[src/rtl/lcg_pkg.sv]
package lcg_pkg;

    typedef enum logic {
        ADDR_CODE = 1'b0,
        ADDR_CTRL = 1'b1
    } lcg_addr_e;

    // Force a table entry into the legal 1..maxv range.
    function automatic int clamp_len(int raw, int maxv);
        if (raw < 1) return 1;
        if (raw > maxv) return maxv;
        return raw;
    endfunction

endpackage

[src/rtl/lcg_len_map.sv]
module lcg_len_map #(
    parameter int CODE_W = 8,
    parameter int LSEL_W = 2,
    parameter int LEN_W  = 4,
    parameter logic [(1<<LSEL_W)*LEN_W-1:0] MAP = 16'h8765
) (
    input  logic [LSEL_W-1:0] sel,
    output logic [LEN_W-1:0]  len
);
    localparam int N = 1 << LSEL_W;

    logic [LEN_W-1:0] tbl [N];

    for (genvar i = 0; i < N; i++) begin : g_ent
        localparam int RAW = int'(MAP[i*LEN_W +: LEN_W]);
        assign tbl[i] = LEN_W'(lcg_pkg::clamp_len(RAW, CODE_W));
    end

    assign len = tbl[sel];

endmodule

[src/rtl/lcg_seq.sv]
module lcg_seq #(
    parameter int CODE_W = 8,
    parameter int LEN_W  = 4,
    parameter int IDX_W  = 3,
    parameter logic [LEN_W-1:0] RST_LEN = 4'd5
) (
    input  logic              clk,
    input  logic              rst_n,
    input  logic              loop_en,
    input  logic              fslot_ins,
    input  logic              fbit_in,
    input  logic [CODE_W-1:0] nxt_code,
    input  logic [LEN_W-1:0]  nxt_len,
    output logic              tx_bit
);
    typedef struct packed {
        logic              tx;
        logic [IDX_W-1:0]  idx;
        logic [CODE_W-1:0] code;
        logic [LEN_W-1:0]  len;
    } seq_t;

    seq_t s_q, s_d;
    logic wrap;

    always_comb begin
        s_d  = s_q;
        wrap = (LEN_W'(s_q.idx) == (s_q.len - LEN_W'(1)));
        if (!loop_en) begin
            // idle: send ones, park at the first bit, follow the staged setup
            s_d.tx   = 1'b1;
            s_d.idx  = '0;
            s_d.code = nxt_code;
            s_d.len  = nxt_len;
        end else if (fslot_ins) begin
            // framing slot overwrites the line, pattern phase is frozen
            s_d.tx = fbit_in;
        end else begin
            s_d.tx = s_q.code[IDX_W'(CODE_W-1) - s_q.idx];
            if (wrap) begin
                s_d.idx  = '0;
                s_d.code = nxt_code;
                s_d.len  = nxt_len;
            end else begin
                s_d.idx = s_q.idx + IDX_W'(1);
            end
        end
    end

    always_ff @(posedge clk or negedge rst_n) begin
        if (!rst_n) begin
            s_q.tx   <= 1'b1;
            s_q.idx  <= '0;
            s_q.code <= '0;
            s_q.len  <= RST_LEN;
        end else begin
            s_q <= s_d;
        end
    end

    assign tx_bit = s_q.tx;

endmodule

[src/rtl/loopcode_gen.sv]
module loopcode_gen #(
    parameter int CODE_W = 8,
    parameter int LSEL_W = 2,
    parameter int LEN_W  = $clog2(CODE_W + 1),
    parameter logic [(1<<LSEL_W)*LEN_W-1:0] LEN_MAP = 16'h8765
) (
    input  logic              clk,
    input  logic              rst_n,
    input  logic              wr_en,
    input  logic              wr_addr,
    input  logic [CODE_W-1:0] wr_data,
    input  logic              loop_en,
    input  logic              fslot,
    input  logic              fbit_in,
    output logic              tx_bit
);
    import lcg_pkg::*;

    localparam int IDX_W    = (CODE_W > 1) ? $clog2(CODE_W) : 1;
    localparam int FINS_BIT = LSEL_W;
    localparam logic [LEN_W-1:0] RST_LEN =
        LEN_W'(clamp_len(int'(LEN_MAP[LEN_W-1:0]), CODE_W));

    typedef struct packed {
        logic [CODE_W-1:0] code;
        logic [LSEL_W-1:0] lsel;
        logic              fins;
    } cfg_t;

    cfg_t cfg_d, cfg_q;
    logic [LEN_W-1:0] sel_len;
    logic             fslot_ins;

    always_comb begin
        cfg_d = cfg_q;
        if (wr_en) begin
            if (lcg_addr_e'(wr_addr) == ADDR_CODE) begin
                cfg_d.code = wr_data;
            end else begin
                cfg_d.lsel = wr_data[LSEL_W-1:0];
                cfg_d.fins = wr_data[FINS_BIT];
            end
        end
    end

    always_ff @(posedge clk or negedge rst_n) begin
        if (!rst_n) begin
            cfg_q.code <= '0;
            cfg_q.lsel <= '0;
            cfg_q.fins <= 1'b1;
        end else begin
            cfg_q <= cfg_d;
        end
    end

    assign fslot_ins = fslot & cfg_q.fins;

    lcg_len_map #(
        .CODE_W (CODE_W),
        .LSEL_W (LSEL_W),
        .LEN_W  (LEN_W),
        .MAP    (LEN_MAP)
    ) u_map (
        .sel (cfg_q.lsel),
        .len (sel_len)
    );

    lcg_seq #(
        .CODE_W  (CODE_W),
        .LEN_W   (LEN_W),
        .IDX_W   (IDX_W),
        .RST_LEN (RST_LEN)
    ) u_seq (
        .clk       (clk),
        .rst_n     (rst_n),
        .loop_en   (loop_en),
        .fslot_ins (fslot_ins),
        .fbit_in   (fbit_in),
        .nxt_code  (cfg_q.code),
        .nxt_len   (sel_len),
        .tx_bit    (tx_bit)
    );

endmodule

[config.mk]
export PLATFORM = sky130hd
export DESIGN_NAME = loopcode_gen
export DESIGN_NICKNAME = d
export VERILOG_FILES = /design/src/rtl/lcg_pkg.sv /design/src/rtl/lcg_len_map.sv /design/src/rtl/lcg_seq.sv /design/src/rtl/loopcode_gen.sv
export SDC_FILE = /design/constraint.sdc
export NUM_CORES = 1
export LEC_CHECK = 0
export BUFFER_PORTS_ARGS = -buffer_cell sky130_fd_sc_hd__buf_2
export CAP_MARGIN = 20
export CORE_AREA = 2 2 52 54
export CTS_CLUSTER_DIAMETER = 150
export DETAILED_ROUTE_END_ITERATION = 7
export DIE_AREA = 0 0 54 56
export PLACE_DENSITY = 0.8
export REMOVE_ABC_BUFFERS = 1
export SYNTH_ARGS = -nofsm -noshare
export SYNTH_HDL_FRONTEND = slang
export SYNTH_SLANG_ARGS = --single-unit
[constraint.sdc]
create_clock -name clk -period 2.8 [get_ports clk]
set_input_delay 0.7 -clock clk [delete_from_list [all_inputs] [get_ports clk]]
set_output_delay 0.7 -clock clk [all_outputs]
set_load 0.05 [all_outputs]
==> impl_metrics.csv <==
group,metric,value,unit
route,firstDrtPassIters,1,
floorplan,die-area,3020,µm²
sta,rsz0062_at_grt,"no",
synth,syn_area_per_cell,13.7,µm²
synth,synth_warnings,0,
setup_path,worst-endpoint-required,3.02,ns
setup_path,worstReg2RegEnd,"u_seq.s_q[3]",
sta,finClkSkew,0.00591,ns
power_and_ir_drop,ir_worst_vdd,0.510,mV
synth,ys_ff_latch,27,
setup_path,criticalPathCategory,"reg -> reg",
clocking,postCtsSetupRepairBufs,0,
setup_path,rr_startpoint,"u_seq.s_q[0]",
cells_and_area,fillCellCount,196,
clocking,htree_levels,1,
setup_path,cpLargestDelayFamily,"flip-flops",
synth,ys_seq_area_share,51.6,%
sta,worstMarginPinSlew,0.690,ns
setup_path,worst-endpoint-arrival,2.47,ns
clocking,cts_buffer_depth,2,
floorplan,io_pins,16,
route,drt.antenna.violating_nets,0,
clocking,cts_sinks,27,
grt,antenna_found_initial,0,
cells_and_area,multi_input_area,597,µm²
cells_and_area,num_antenna_cells,0,
grt,grt_pass1_vias,862,
setup_path,cp-end-kind,"flip-flop",
power_and_ir_drop,leakagePower,0.000674,µW
grt,overflow,0,
clocking,numCtsBuffers,3,
clocking,cts_resized,0,
worst_hold_path,min_path_type,"in -> async",
run,maxCapViolCount,0,
sta,period_share,80.3,%
sta,fin_crit,2.25,ns
synth,async_flop_share,100,%
route,wirelength,2050,µm
route,avgViaCountPerCell,5.46,
grt,grt_max_degree,28,
clocking,cts_tree,"done",
place,placed_area,1420,µm²
cells_and_area,area_delta_synth_final,9.68,%
outcome,status,"complete, no violations",
setup_path,rr_worst_depth,6,
sta,setup_viol,0,
setup_path,reg2reg_slack,0.55,ns
place,gp_congestion,0.672,
route,dr_total_vias,781,
route,wl_per_cell,14.3,µm
synth,synth.distinct_cells,27,
route,remaining_drc_errors,0,
floorplan,die_y,56,µm
clocking,clk_pin_slew,0.15,ns
sta,finalHoldViolCount,0,
floorplan,die_x,54,µm
setup_path,max_stage_delay,0.59,ns
cells_and_area,fin_nets,135,
sta,max_slew_margin,53.9,%
power_and_ir_drop,p_per_area,951,nW/µm²
synth,syn_inst,96,
floorplan,rows,18,
synth,synth_edf_count,0,
place,dpl.hpwl,1640,µm
floorplan,start_util,54.2,%
setup_path,cp.buffers_inverters,1,
setup_path,critPathLaunchType,"flip-flop",
sta,timing.setup.tns,0,ns
setup_path,path_cells,"inv_1 -> ha_1 -> xor2_1 -> or4_4 -> a21bo_2 -> mux2_4",
route,drt_iter0_drc,0,
cells_and_area,seq_area,681,µm²
floorplan,core,2430,µm²
sta,timing.fmax,445,MHz
grt,track_usage,16.0,%
setup_path,cp_max_fo,12,
cells_and_area,final_area,1450,µm²
clocking,cts_root_buffer,"clkbuf_4",
place,port_buffers,15,
cells_and_area,drive_gt1_share,43.4,%
synth,synth.cell_area,1320,µm²
sta,slew_violations,0,
clocking,clock_latency,0.32,ns
clocking,ctsHoldBuffers,0,
grt,grt_pass1_wl,3650,µm
setup_path,slowest_stage,"dfstp_2",
synth,dominantRegCellSynth,"dfrtp_1",
## power breakdown
| group | switching (µW) | internal, µW |
|---|---|---|
| sequential | 111 | 540 |
| combinational | 222 | 331 |
| clock | 117 | 54.5 |
## per-stage QoR
step           power (µW)  utilization (%)  setup slack [ns]  cells  hold slack, ns
2_1_floorplan        1100                -             0.669     94           0.404
3_3_place_gp         1190             58.2             0.626    139           0.479
3_5_place_dp         1230             58.2             0.539    139           0.492
4_1_cts              1400             59.5             0.526    143           0.371
5_1_grt              1480             59.5             0.449    143           0.385
6_report             1380             59.5             0.551    143           0.350
## worst max-delay path by stage
stage | start | endpoint | cells after the start
global route | u_seq.s_q[0] | u_seq.s_q[3] | 6
finish | u_seq.s_q[0] | u_seq.s_q[3] | 6
floorplan | u_seq.s_q[0] | u_seq.s_q[10] | 6
detailed placement | u_seq.s_q[0] | u_seq.s_q[11] | 6
global placement | u_seq.s_q[0] | u_seq.s_q[7] | 6
CTS | u_seq.s_q[0] | u_seq.s_q[3] | 6
## registers in the layout (all words and copies together) (netlist names)
name          cells
u_seq.s_q        15
cfg_q            11
u_seq.tx_bit      1
## final cells by class
class | count | share of cell area (%)
clock buffers | 3 | 1.56
clock inverters | 1 | 0.519
inverters | 7 | 1.82
multi-input cells | 60 | 41.3
flip-flops and latches | 27 | 47.1
well taps | 30 | 2.60
repair buffers | 15 | 5.19
## synthesized netlist by cell type (2+ instances only)
master / count / share of area, %
a31oi_1: 2 / 0.95
dfrtp_1: 23 / 44
dfstp_2: 4 / 8.0
ha_1: 6 / 5.7
inv_1: 7 / 2.0
mux2_2: 14 / 12
mux2_4: 8 / 9.1
mux2i_1: 3 / 2.3
mux4_2: 2 / 3.4
nand2_1: 6 / 1.7
nand3_1: 2 / 0.76
nor3_1: 2 / 0.76
o22ai_1: 2 / 0.95
xnor2_1: 2 / 1.3
## metal layers
| layer | track usage (%) | wire [µm] | part of all wire [%] |
|---|---|---|---|
| met5 | 0 | 0 | 0 |
| met4 | 4.29 | 12 | 0.59 |
| met3 | 2.42 | 66 | 3.2 |
| met2 | 28.0 | 1080 | 53 |
| met1 | 19.9 | 883 | 43 |
## placed cells by master (no fill, tap or decap), types with 2 or more instances in the layout
cell type and count:
mux2_4 8, mux2i_1 3, nand2_1 6, xnor2_1 2, dfrtp_1 23, nor3_1 2
mux4_2 2, buf_2 15, inv_1 7, ha_1 6, dfstp_2 4, clkbuf_4 3
a31oi_1 2, nand3_1 2, mux2_2 14, o22ai_1 2
## logic make-up after synthesis
logic type / count (synthesis) / share of synthesized area, %
DFF: 27 / 51.6
xor gates and xnor gates: 3 / 1.99
adders and majority gates: 6 / 5.69
AOI/OAI and AO/OA: 9 / 5.03
and+or+nand+nor: 15 / 5.79
buffers and inverters: 9 / 3.13
muxes: 27 / 26.8
Power figures use the tool's default switching activity.
